<file path="src/rtl/ucseq_pkg.sv">
package ucseq_pkg;
  localparam int INSTR_W  = 16;
  localparam int WORD_W   = 32;
  localparam int FLAG_W   = 8;
  localparam int MASK_LSB = 4;
  localparam int OFS_W    = 4;

  typedef enum logic [1:0] {
    K_CMD    = 2'd0,
    K_BRANCH = 2'd1,
    K_WAIT   = 2'd2
  } ukind_e;

  typedef enum logic [1:0] {
    JMP_IF_CLEAR  = 2'd0,
    JMP_IF_FULL   = 2'd1,
    JMP_UNLESS_CL = 2'd2,
    JMP_UNLESS_FL = 2'd3
  } brtest_e;
endpackage

</file>
<file path="src/rtl/ucseq_decode.sv">
module ucseq_decode
  import ucseq_pkg::*;
#(
  parameter int ADDR_W = 10
) (
  input  logic [INSTR_W-1:0] instr,
  input  logic [FLAG_W-1:0]  flags,
  output ukind_e             kind,
  output logic               jump,
  output logic               wait_done,
  output logic [ADDR_W-1:0]  offset
);
  logic [FLAG_W-1:0] mask;
  logic [FLAG_W-1:0] sel;
  logic              none_set;
  logic              all_set;
  brtest_e           test;

  always_comb begin
    mask     = instr[MASK_LSB +: FLAG_W];
    sel      = flags & mask;
    none_set = (sel == '0);
    all_set  = (sel == mask);
    test     = brtest_e'(instr[13:12]);

    if (instr[15:14] == 2'b01)       kind = K_BRANCH;
    else if (instr[15:12] == 4'b0011) kind = K_WAIT;
    else                              kind = K_CMD;

    unique case (test)
      JMP_IF_CLEAR:  jump = none_set;
      JMP_IF_FULL:   jump = all_set;
      JMP_UNLESS_CL: jump = !none_set;
      JMP_UNLESS_FL: jump = !all_set;
    endcase

    wait_done = all_set;
    offset    = {{(ADDR_W-OFS_W){instr[OFS_W-1]}}, instr[OFS_W-1:0]};
  end
endmodule

</file>
<file path="src/rtl/ucseq_fetch.sv">
module ucseq_fetch
  import ucseq_pkg::*;
(
  input  logic               clk,
  input  logic               rst_n,
  input  logic               load,
  input  logic               half_sel,
  input  logic [WORD_W-1:0]  mem_rdata,
  output logic               boot,
  output logic               fresh,
  output logic [INSTR_W-1:0] instr
);
  logic              boot_q;
  logic              fresh_q;
  logic [WORD_W-1:0] word_q;
  logic [WORD_W-1:0] word_cur;

  always_ff @(posedge clk) begin
    if (!rst_n) begin
      boot_q  <= 1'b1;
      fresh_q <= 1'b0;
      word_q  <= '0;
    end else begin
      boot_q  <= 1'b0;
      fresh_q <= load;
      if (fresh_q) word_q <= mem_rdata;
    end
  end

  always_comb begin
    word_cur = fresh_q ? mem_rdata : word_q;
    instr    = half_sel ? word_cur[INSTR_W-1:0] : word_cur[WORD_W-1:INSTR_W];
  end

  assign boot  = boot_q;
  assign fresh = fresh_q;
endmodule

</file>
<file path="src/rtl/ucseq_pc.sv">
module ucseq_pc #(
  parameter int ADDR_W = 10
) (
  input  logic              clk,
  input  logic              rst_n,
  input  logic              advance,
  input  logic              taken,
  input  logic [ADDR_W-1:0] offset,
  output logic [ADDR_W-1:0] pc_q,
  output logic [ADDR_W-1:0] next_pc
);
  always_comb begin
    next_pc = taken ? (pc_q + offset) : (pc_q + ADDR_W'(1));
  end

  always_ff @(posedge clk) begin
    if (!rst_n)       pc_q <= '0;
    else if (advance) pc_q <= next_pc;
  end
endmodule

</file>
<file path="src/rtl/flagmask_seq.sv">
module flagmask_seq
  import ucseq_pkg::*;
#(
  parameter int ADDR_W = 10
) (
  input  logic                clk,
  input  logic                rst_n,
  input  logic [FLAG_W-1:0]   flags,
  output logic                mem_rd_en,
  output logic [ADDR_W-2:0]   mem_addr,
  input  logic [WORD_W-1:0]   mem_rdata,
  output logic                cmd_valid,
  input  logic                cmd_ready,
  output logic [INSTR_W-1:0]  cmd_data
);
  logic               boot;
  logic               fresh;
  logic               active;
  logic               load;
  logic               advance;
  logic               taken;
  logic               jump;
  logic               wait_done;
  ukind_e             kind;
  logic [INSTR_W-1:0] instr;
  logic [ADDR_W-1:0]  offset;
  logic [ADDR_W-1:0]  pc_q;
  logic [ADDR_W-1:0]  next_pc;

  ucseq_fetch u_fetch (
    .clk       (clk),
    .rst_n     (rst_n),
    .load      (load),
    .half_sel  (pc_q[0]),
    .mem_rdata (mem_rdata),
    .boot      (boot),
    .fresh     (fresh),
    .instr     (instr)
  );

  ucseq_decode #(.ADDR_W(ADDR_W)) u_dec (
    .instr     (instr),
    .flags     (flags),
    .kind      (kind),
    .jump      (jump),
    .wait_done (wait_done),
    .offset    (offset)
  );

  ucseq_pc #(.ADDR_W(ADDR_W)) u_pc (
    .clk     (clk),
    .rst_n   (rst_n),
    .advance (advance),
    .taken   (taken),
    .offset  (offset),
    .pc_q    (pc_q),
    .next_pc (next_pc)
  );

  // A freshly loaded word always presents its upper half first; an odd
  // target therefore spends one cycle stepping over it.
  always_comb begin
    active = !boot && !(fresh && pc_q[0]);
    taken  = active && (kind == K_BRANCH) && jump;
    unique case (kind)
      K_CMD:   advance = active && cmd_ready;
      K_WAIT:  advance = active && wait_done;
      default: advance = active;
    endcase
    load      = boot || (advance && (taken || pc_q[0]));
    mem_rd_en = load;
    mem_addr  = boot ? pc_q[ADDR_W-1:1] : next_pc[ADDR_W-1:1];
    cmd_valid = active && (kind == K_CMD);
    cmd_data  = instr;
  end
endmodule

</file>
<file path="config.mk">
export PLATFORM = sky130hd
export DESIGN_NAME = flagmask_seq
export DESIGN_NICKNAME = d
export VERILOG_FILES = /design/src/rtl/ucseq_pkg.sv /design/src/rtl/ucseq_decode.sv /design/src/rtl/ucseq_fetch.sv /design/src/rtl/ucseq_pc.sv /design/src/rtl/flagmask_seq.sv
export SDC_FILE = /design/constraint.sdc
export NUM_CORES = 1
export LEC_CHECK = 0
export BUFFER_PORTS_ARGS = -buffer_cell sky130_fd_sc_hd__buf_2
export CORE_MARGIN = 3
export CORE_UTILIZATION = 35
export CTS_BUF_LIST = sky130_fd_sc_hd__clkbuf_4
export DETAILED_ROUTE_END_ITERATION = 7
export PLACE_DENSITY_LB_ADDON = 0.15
export SLEW_MARGIN = 30
export SYNTH_ARGS = -nofsm -noshare
export SYNTH_HDL_FRONTEND = slang
export SYNTH_SLANG_ARGS = --single-unit
</file>
<file path="constraint.sdc">
create_clock -name clk -period 4.8 [get_ports clk]
set_input_delay 0.96 -clock clk [delete_from_list [all_inputs] [get_ports clk]]
set_output_delay 0.96 -clock clk [all_outputs]
set_load 0.005 [all_outputs]
</file>
==> metrics.txt, run 1 <==
Max-cap violations 0; WL final 6.74 mm; R2R setup slack 0.82 ns; clock root buffer clkbuf_4; RSZ-0062 raised after global routing true; Global Route Usage Sum 16.7%; final setup fails 6; fin worst setup slack -0.396 ns; syn_area_per_cell 8.75 um2; Synth Area in Compound Gates 10.4%; total overflow reported by the global router 0; Net Count, Synth 346; Period minus WS final 5.20 ns; Worst Setup EP mem_addr[8]; Pwr Total 872 uW; Vias 2413; Lkg Pwr 1.64 nW; Fin Setup TNS -1.60 ns; I/O Pins 70; final hold slack 0.497 ns; GP Congestion 0.799; Area Growth Syn to Fin 39.0%; Clock Pin Slew Worst Setup and Hold Paths 0.12 ns; number of global-route vias before repair 2480; post-synth cell types 46; CP Data Arrival Time 4.24 ns; Die Ht 91.6 um; adder-cell share of the synthesized area 5.18%; core area 0.00694 mm2; Initial DRT Pass Iterations 4; Clock Latency Late Sink 0.36 ns; status finished, violations left; Final ANT Viol Nets 0; # port buffers 69; critical path capture point type output pin; mux cell area share after synthesis 21.9%; Initial Util 36.9%; Startpoint Class primary input; Post-Synthesis Cells 293; first-pass GRT wire length 11.4 mm; mapped cell area 0.00256 mm2; main combinational cell family by area after synthesis multiplexers; Peak supply drop 0.140 mV; final hold vios 0; DIE AREA 0.00838 mm2; CTS tree built; Tcrit/Tclk final 108%; fin nets 460; ANT cells 0; Iter 0 DRT Violations 70; max-slew violation count 0; failing checks setup timing; layout cells sized above 1 40.0%; detailed placement HPWL 5.06 mm; critical path class primary input to output pin; Worst Hold Class flip-flop to flip-flop; pre-CTS setup slack -0.471 ns; crit path max fanout 3; Row Count 30; clock skew 0.00883 ns; Worst Tran Pin Value 0.445 ns; Worst R2R Start u_fetch.fresh; die width 91.6 um; fillers 688; H-tree depth 2; drt wl/cell 13.4 um; CTS buffer count 5; CTS sink cnt 44; crit path launch mem_rdata[11]; P per Cell Area 245 mW/mm2; Worst R2R End u_pc.pc_q[9]; Reg2Reg Depth 19; hold_buf cts 0; worst endpoint required time 3.84 ns; largest net degree at the start of global routing 30; drt via density 4.80; synth warn 0; XOR/XNOR Fraction of Synth Area 3.42%; fmax 192 MHz; FF+latch count, synth 44; Rel. slew slack 69.5%; sequential area share after synthesis 34.4%; clk buf depth 2; initial antenna violation count 0; DRC viols 0; simple-gate share of the synthesized area 20.4%
-- logic make-up after synthesis --
family                     count (synthesis)
AOI/OAI and AO/OA                         42
and+or+nand+nor                          114
muxes                                     50
DFF                                       44
buffers and inverters                     23
adders and majority gates                 10
xor gates and xnor gates                  10
-- power breakdown --
part	switching, mW	internal (mW)	total (mW)
registers	0.0133	0.385	0.398
clock network	0.120	0.0598	0.180
logic	0.140	0.154	0.294
total	0.273	0.598	0.872
-- worst min-delay path by stage --
stage / end / from / cells after the start
5_1_grt: u_pc.pc_q[9] / u_pc.pc_q[9] / 2
2_1_floorplan: u_fetch.word_q[11] / u_fetch.word_q[11] / 2
4_1_cts: u_pc.pc_q[9] / u_pc.pc_q[9] / 2
3_3_place_gp: u_fetch.word_q[16] / u_fetch.word_q[16] / 2
6_report: u_pc.pc_q[9] / u_pc.pc_q[9] / 2
3_5_place_dp: u_pc.pc_q[9] / u_pc.pc_q[9] / 2
-- cells in the mapped netlist, drive strengths merged --
cell type	n	area [um2]
nor2	54	203
dfxtp	44	881
mux2i	43	438
nand2	19	71.3
a21oi	16	80.1
nor3	12	60.1
o21ai	12	60.1
ha	9	113
buf	8	53.8
inv	8	30.0
clkbuf	7	26.3
nor2b	6	37.5
xnor2	6	52.6
and2	4	25.0
mux4	4	90.1
nand2b	4	25.0
or2	4	25.0
xor2	4	35.0
mux2	3	33.8
nor3b	3	22.5
o21a	3	22.5
nand3	2	10.0
nor4	2	12.5
o22a	2	17.5
a2111oi	1	15.0
a211oi	1	7.51
a21boi	1	7.51
a21o	1	7.51
a221o	1	10.0
a22o	1	8.76
a22oi	1	7.51
and3	1	7.51
fa	1	20.0
nand3b	1	7.51
nand4b	1	8.76
o221ai	1	15.0
o311ai	1	8.76
or3	1	6.26
-- metrics by stage --
stage / util, % / area, um2 / cells
after detailed placement: 48.8 / 3390 / 491
after CTS: 50.6 / 3510 / 503
after floorplan: - / 2630 / 293
after global placement: 48.8 / 3390 / 491
after global routing: 51.3 / 3560 / 503
final: 51.3 / 3560 / 503
-- cell type report --
class / count / area [um2] / share of cell area (%)
multi-input cells: 226 / 1710 / 48.0
flip-flops and latches: 44 / 885 / 24.8
repair buffers: 122 / 768 / 21.6
well taps: 96 / 120 / 3.37
clock buffers: 6 / 45.0 / 1.26
inverters: 8 / 30.0 / 0.843
clock inverters: 1 / 5.00 / 0.141
-- timing repair --
item	in CTS	in global routing
gates resized for setup	6	13
setup endpoints to repair	8	9
endpoints found under the hold margin	0	0
buffers inserted	5	2
pin swaps	13	12
-- cells in the final DEF (no fill, tap or decap), types with 2 or more instances in the layout --
cell type	n
nand3_1	2
buf_4	52
o22a_1	2
xnor2_1	4
ha_1	7
o21a_1	3
mux2_2	3
dfxtp_1	43
mux2i_2	2
inv_1	5
nor2b_1	3
o21ai_0	2
nor3_1	11
a21oi_1	15
inv_2	3
nor3b_1	3
nor2b_4	3
nand2b_1	3
xor2_1	3
buf_2	67
mux4_2	4
buf_6	2
o21ai_1	9
nand2_1	19
nor4_1	2
xnor2_2	2
or2_1	2
clkbuf_4	6
mux2i_1	40
and2_1	4
nor2_1	53
-- flip-flops by register name (all words and copies together) (netlist names) --
register        cells
u_fetch.fresh       1
u_fetch.word_q     32
u_fetch.boot        1
u_pc.pc_q          10
-- worst max-delay path, cell delays in order --
cell and delay [ns]:
buf_6 0.09, mux4_2 0.48, nor2b_4 0.15, a2111oi_4 0.31, and3_4 0.24, xnor2_2 0.11, o22a_1 0.20, nand2b_4 0.14
inv_2 0.04, ha_4 0.24, a21o_1 0.13, a211oi_2 0.08, o21ai_2 0.16, o311ai_4 0.12, o21a_1 0.22, buf_4 0.15
mux2i_4 0.14, xnor2_1 0.13, buf_2 0.13
-- metal layers --
metal  wire, um  track usage, %  vias up
met5          0               0        -
met4         78            5.28        0
met3        332            2.82        7
met2       3200            28.6       64
met1       3130            21.3     1099
li1           -               -     1243
Note: power is estimated with default switching activity, not from simulation.
==> run 2, diff against run 1 <==
Settings changed: TNS_END_PERCENT set to 50.
==> run 2 against run 1 <==
- the run still ends with setup timing left
- sequential power hardly changed
- clock-buffer cell count shrank 1
- sequential share of layout area fell by 0.57 points
- flip-flop and latch count unchanged
- power increased by 6.4%
- clock power rose by 28%
- routed wire length barely moved
- clock skew increased by 0.013 ns
- core utilization rose by 1.2 points
- die area stayed put
- critical path type unchanged
- largest cell class unchanged
==> metrics.txt, run 2 (same netlist as run 1, synthesis figures left out) <==
Max-cap violations 0; final instance area 0.00364 mm2; Hold Path Origin u_fetch.word_q[19]; ANT cells 0; clock skew 0.0214 ns; Global Route Usage Sum 16.1%; Worst Hold Path EP u_fetch.word_q[19]; Area Growth Syn to Fin 42.2%; Startpoint Class primary input; fin nets 466; clk buf depth 2; failing checks setup timing; Reg2Reg Depth 20; GP Congestion 0.805; DIE AREA 0.00838 mm2; P per Cell Area 254 mW/mm2; initial antenna violation count 0; core area 0.00694 mm2; Lkg Pwr 1.68 nW; layout cells sized above 1 41.5%; largest net degree at the start of global routing 24; status finished, violations left; RSZ-0062 raised after global routing true; final hold vios 0; total overflow reported by the global router 0; max-slew violation count 0; worst endpoint required time 3.84 ns; Rel. slew slack 64.9%; Initial DRT Pass Iterations 4; commonest cells after routing, fill and taps aside buf_2, buf_4, nor2_1; Worst R2R End u_pc.pc_q[9]; fmax 192 MHz; CP Data Arrival Time 4.25 ns; Period minus WS final 5.21 ns; Worst Hold Class flip-flop to flip-flop; CTS buffer count 5; critical path class primary input to output pin; crit path max fanout 3; Tcrit/Tclk final 109%; Clock Pin Slew Worst Setup and Hold Paths 0.12 ns; clock root buffer clkbuf_4; # port buffers 69; Iter 0 DRT Violations 63; final setup fails 6; fin worst setup slack -0.413 ns; number of global-route vias before repair 2395; I/O Pins 70; drt wl/cell 13.2 um; first-pass GRT wire length 11.1 mm; Fin Setup TNS -1.86 ns; WL final 6.74 mm; H-tree depth 2; drt via density 4.76; Final ANT Viol Nets 0; most flop-heavy register u_fetch.word_q; Initial Util 36.9%; detailed placement HPWL 5.19 mm; die width 91.6 um; Worst Tran Pin Value 0.525 ns; Peak supply drop 0.0968 mV; critical path capture point type output pin; Cell Area, Placed 0.00340 mm2; Clock Latency Late Sink 0.36 ns; Die Ht 91.6 um; Row Count 30; R2R setup slack 0.76 ns; largest registers u_fetch.word_q (32), u_pc.pc_q (10); CTS tree built; max reg flops 32; hold path depth 2; commonest non-fill, non-tap cell in the layout buf_2; Worst R2R Start u_fetch.fresh; DRC viols 0; Vias 2428; CTS sink cnt 44
[run 2: cell types whose count changed in the layout (fill, tap and decap cells not counted), moves of 2 or more]
cell / change
buf_2: -2
buf_4: +6
buf_6: +2
o21ai_0: +3
o21ai_1: -4
[run 2: cell type report]
| type | instances | area (um2) |
|---|---|---|
| multi-input combinational | 226 | 1700 |
| clock inverter | 3 | 42.5 |
| fill | 695 | 3300 |
| tap | 96 | 120 |
| clock buffer | 5 | 37.5 |
| timing repair buffer | 128 | 826 |
| inverter | 8 | 30.0 |
| sequential | 44 | 885 |
[run 2: worst max-delay path by stage]
stage	from	end	cells after the start
detailed placement	mem_rdata[11]	mem_addr[7]	19
global route	mem_rdata[11]	mem_addr[8]	18
CTS	mem_rdata[8]	mem_addr[7]	19
global placement	mem_rdata[11]	mem_addr[7]	19
finish	mem_rdata[11]	mem_addr[8]	18
floorplan	mem_rdata[11]	mem_addr[8]	17
[run 2: layer usage]
metal | vias to the layer above | wire [um] | global-route usage (%)
met5 | - | 0 | 0
met2 | 48 | 3220 | 25.7
met1 | 1112 | 3160 | 21.8
met3 | 8 | 289 | 2.90
li1 | 1260 | - | -
met4 | 0 | 60 | 5.15
[run 2: timing repair]
item,4_1_cts,5_1_grt
buffers inserted,5,6
pin swaps,16,18
setup endpoints to repair,8,9
hold buffers,0,0
gates resized for setup,9,11
[run 2: through the flow]
stage               hold slack [ns]  worst slack [ns]  total power [mW]  instances  util [%]
CTS                           0.509            -0.455             0.935        506      51.4
global placement              0.466            -0.419             0.690        493      49.0
finish                        0.503            -0.413             0.927        510      52.5
floorplan                     0.455            -0.118             0.570        293         -
detailed placement            0.481            -0.493             0.693        493      49.0
global route                  0.543            -0.558             0.989        510      52.5
[run 2: critical path: stages]
cell and delay (ns):
buf_6 0.09, mux4_2 0.48, nor2b_4 0.15, a2111oi_4 0.32, and3_4 0.25, xnor2_2 0.08
o22a_1 0.23, or2_1 0.22, ha_2 0.18, a21o_1 0.19, a211oi_2 0.24, o21ai_1 0.12
o311ai_2 0.09, o21a_1 0.18, nor2_1 0.04, mux2i_1 0.16, xnor2_1 0.14, buf_2 0.13
[run 2: report_power, final]
part	switching [mW]	total, mW	internal, mW	leakage, nW
Combinational	0.141	0.298	0.157	1.28
Clock	0.122	0.231	0.109	0.0428
Sequential	0.0125	0.397	0.385	0.360
Total	0.276	0.927	0.651	1.68
==> run 3, diff against run 2 <==
Settings changed: CORE_ASPECT_RATIO set to 0.6, CTS_BUF_LIST sky130_fd_sc_hd__clkbuf_4 to sky130_fd_sc_hd__clkbuf_4 sky130_fd_sc_hd__clkbuf_8 sky130_fd_sc_hd__clkbuf_16, GPL_TIMING_DRIVEN set to 0.
==> run 3 against run 2 <==
- the run still ends with setup timing left
- non-clock buffer count is 28 lower
- sequential share of layout area is 0.82 points higher
- sequential power hardly changed
- first-iteration DRC count grew to 2.6 times the previous value
- critical path depth is 1 higher
- critical endpoint unchanged
==> metrics.txt, run 3 (same netlist as run 1, synthesis figures left out) <==
layout cells sized above 1 37.6%; number of global-route vias before repair 2352; total overflow reported by the global router 0; # port buffers 69; final hold vios 0; Power Internal 742 uW; clock root buffer clkbuf_16; crit path max-delay cell type mux4_2; WL final 7.64 mm; final setup fails 9; fmax 188 MHz; Worst Tran Pin Value 0.710 ns; Reg power frac 38.1%; largest net degree at the start of global routing 13; initial antenna violation count 0; Clock Pin Slew Worst Setup and Hold Paths 0.06 ns; most flop-heavy register u_fetch.word_q; detailed placement HPWL 5.75 mm; Initial Util 37.3%; pre-CTS setup slack -0.685 ns; Clock Latency Late Sink 0.28 ns; RSZ-0062 raised after global routing true; Worst Hold Path EP u_fetch.word_q[10]; status finished, violations left; P per Cell Area 296 mW/mm2; commonest cells after routing, fill and taps aside buf_2, nor2_1, dfxtp_1; ANT cells 0; crit path max fanout 4; drt wl/cell 16.2 um; Global Route Usage Sum 18.3%; NetSw 297 uW; Worst R2R Start u_fetch.fresh; GP Congestion 0.820; Switching Fraction 28.6%; Clock power frac 34.1%; worst endpoint required time 3.84 ns; first-pass GRT wire length 12.0 mm; hold path depth 2; H-tree depth 2; CTS tree built; I/O Pins 70; Initial DRT Pass Iterations 4; die width 116 um; max reg flops 32; CTS sink cnt 44; Peak supply drop 0.151 mV; Row Count 23; Lkg Pwr 1.52 nW; clock skew 0.00545 ns; fin nets 438; CP Data Arrival Time 4.36 ns; critical path capture point type output pin; Final ANT Viol Nets 0; DIE AREA 0.00842 mm2; fin worst setup slack -0.523 ns; Cell Area, Placed 0.00308 mm2; Die Ht 72.3 um; combinational share of power 27.9%; clk buf depth 2; Rel. slew slack 52.7%; final instance area 0.00351 mm2; Vias 2359; Worst Hold Class flip-flop to flip-flop; critical path class primary input to output pin; CP dominant cell by count buf_6; Worst R2R End u_pc.pc_q[8]; Reg2Reg Depth 23; Max-cap violations 0; drt via density 4.99; Startpoint Class primary input; CTS buffer count 5; Tcrit/Tclk final 111%; crit-path cells buf_6 > mux4_2 > nor2b_4 > a2111oi_4 > and3_4 > xnor2_2 > o22a_1 > nand2b_4 > inv_2 > ha_4 > a21o_1 > a211oi_2 > o21ai_1 > o311ai_2 > o21a_1 > buf_6 > mux2i_4 > xnor2_1 > buf_2; failing checks setup timing; Period minus WS final 5.32 ns; max-slew violation count 0; Area Growth Syn to Fin 37.0%; crit-path max cell delay 0.51 ns; Hold Path Origin u_fetch.word_q[10]; core area 0.00688 mm2; Iter 0 DRT Violations 161; largest registers u_fetch.word_q (32), u_pc.pc_q (10); commonest non-fill, non-tap cell in the layout buf_2; R2R setup slack 0.55 ns; DRC viols 0
[run 3: per-stage QoR]
step	power, mW	hold slack (ns)	utilization (%)	instances	setup TNS, ns
floorplan	0.570	0.455	-	293	-0.258
global placement	0.658	0.468	44.8	449	-3.18
detailed placement	0.661	0.480	44.8	449	-3.16
CTS	1.03	0.494	49.1	469	-2.49
global route	1.09	0.520	51.0	473	-4.06
finish	1.04	0.493	51.0	473	-2.41
[run 3: power by group through the flow]
stage,logic (mW),clock network (mW),registers [mW]
floorplan,0.171,0,0.400
finish,0.289,0.354,0.395
global placement,0.256,0,0.402
global route,0.317,0.377,0.398
detailed placement,0.259,0,0.403
CTS,0.277,0.361,0.395
[run 3: area by class of cell]
cell class	instances	area, um2
fillers	664	3370
plain buffers	15	80.1
flip-flops and latches	44	881
multi-input cells	226	1750
clock buffers	8	154
well taps	87	109
inverters	8	33.8
repair buffers	85	500
[run 3: critical path: cells and delay by family]
family	cells	cell delay (ns)
AO/OA/AOI/OAI	7	1.28
XOR/XNOR	2	0.26
adder cells (fa/ha/maj)	1	0.25
buffers and inverters	4	0.40
multiplexers	2	0.65
AND/OR/NAND/NOR	3	0.57
[run 3: what timing repair did]
action                     in CTS  in global routing
setup endpoints to repair       9                  9
resized for setup              11                 20
hold buffers                    0                  0
pin swaps                      22                 15
setup buffers                  12                  5
[run 3: routing by layer]
| layer | global-route usage (%) | vias up | part of all wire (%) |
|---|---|---|---|
| met4 | 1.93 | 0 | 0.24 |
| met5 | 0 | - | 0 |
| met3 | 4.00 | 2 | 6.5 |
| met2 | 26.6 | 57 | 41 |
| li1 | - | 1195 | - |
| met1 | 28.3 | 1105 | 52 |
[run 3: worst max-delay path by stage]
stage / cells past startpoint / from / slack, ns / to
floorplan: 17 / mem_rdata[11] / -0.12 / mem_addr[8]
global placement: 19 / mem_rdata[11] / -0.68 / mem_addr[7]
detailed placement: 19 / mem_rdata[11] / -0.69 / mem_addr[8]
CTS: 18 / mem_rdata[8] / -0.59 / mem_addr[8]
global route: 19 / mem_rdata[11] / -0.72 / mem_addr[8]
finish: 19 / mem_rdata[11] / -0.52 / mem_addr[8]
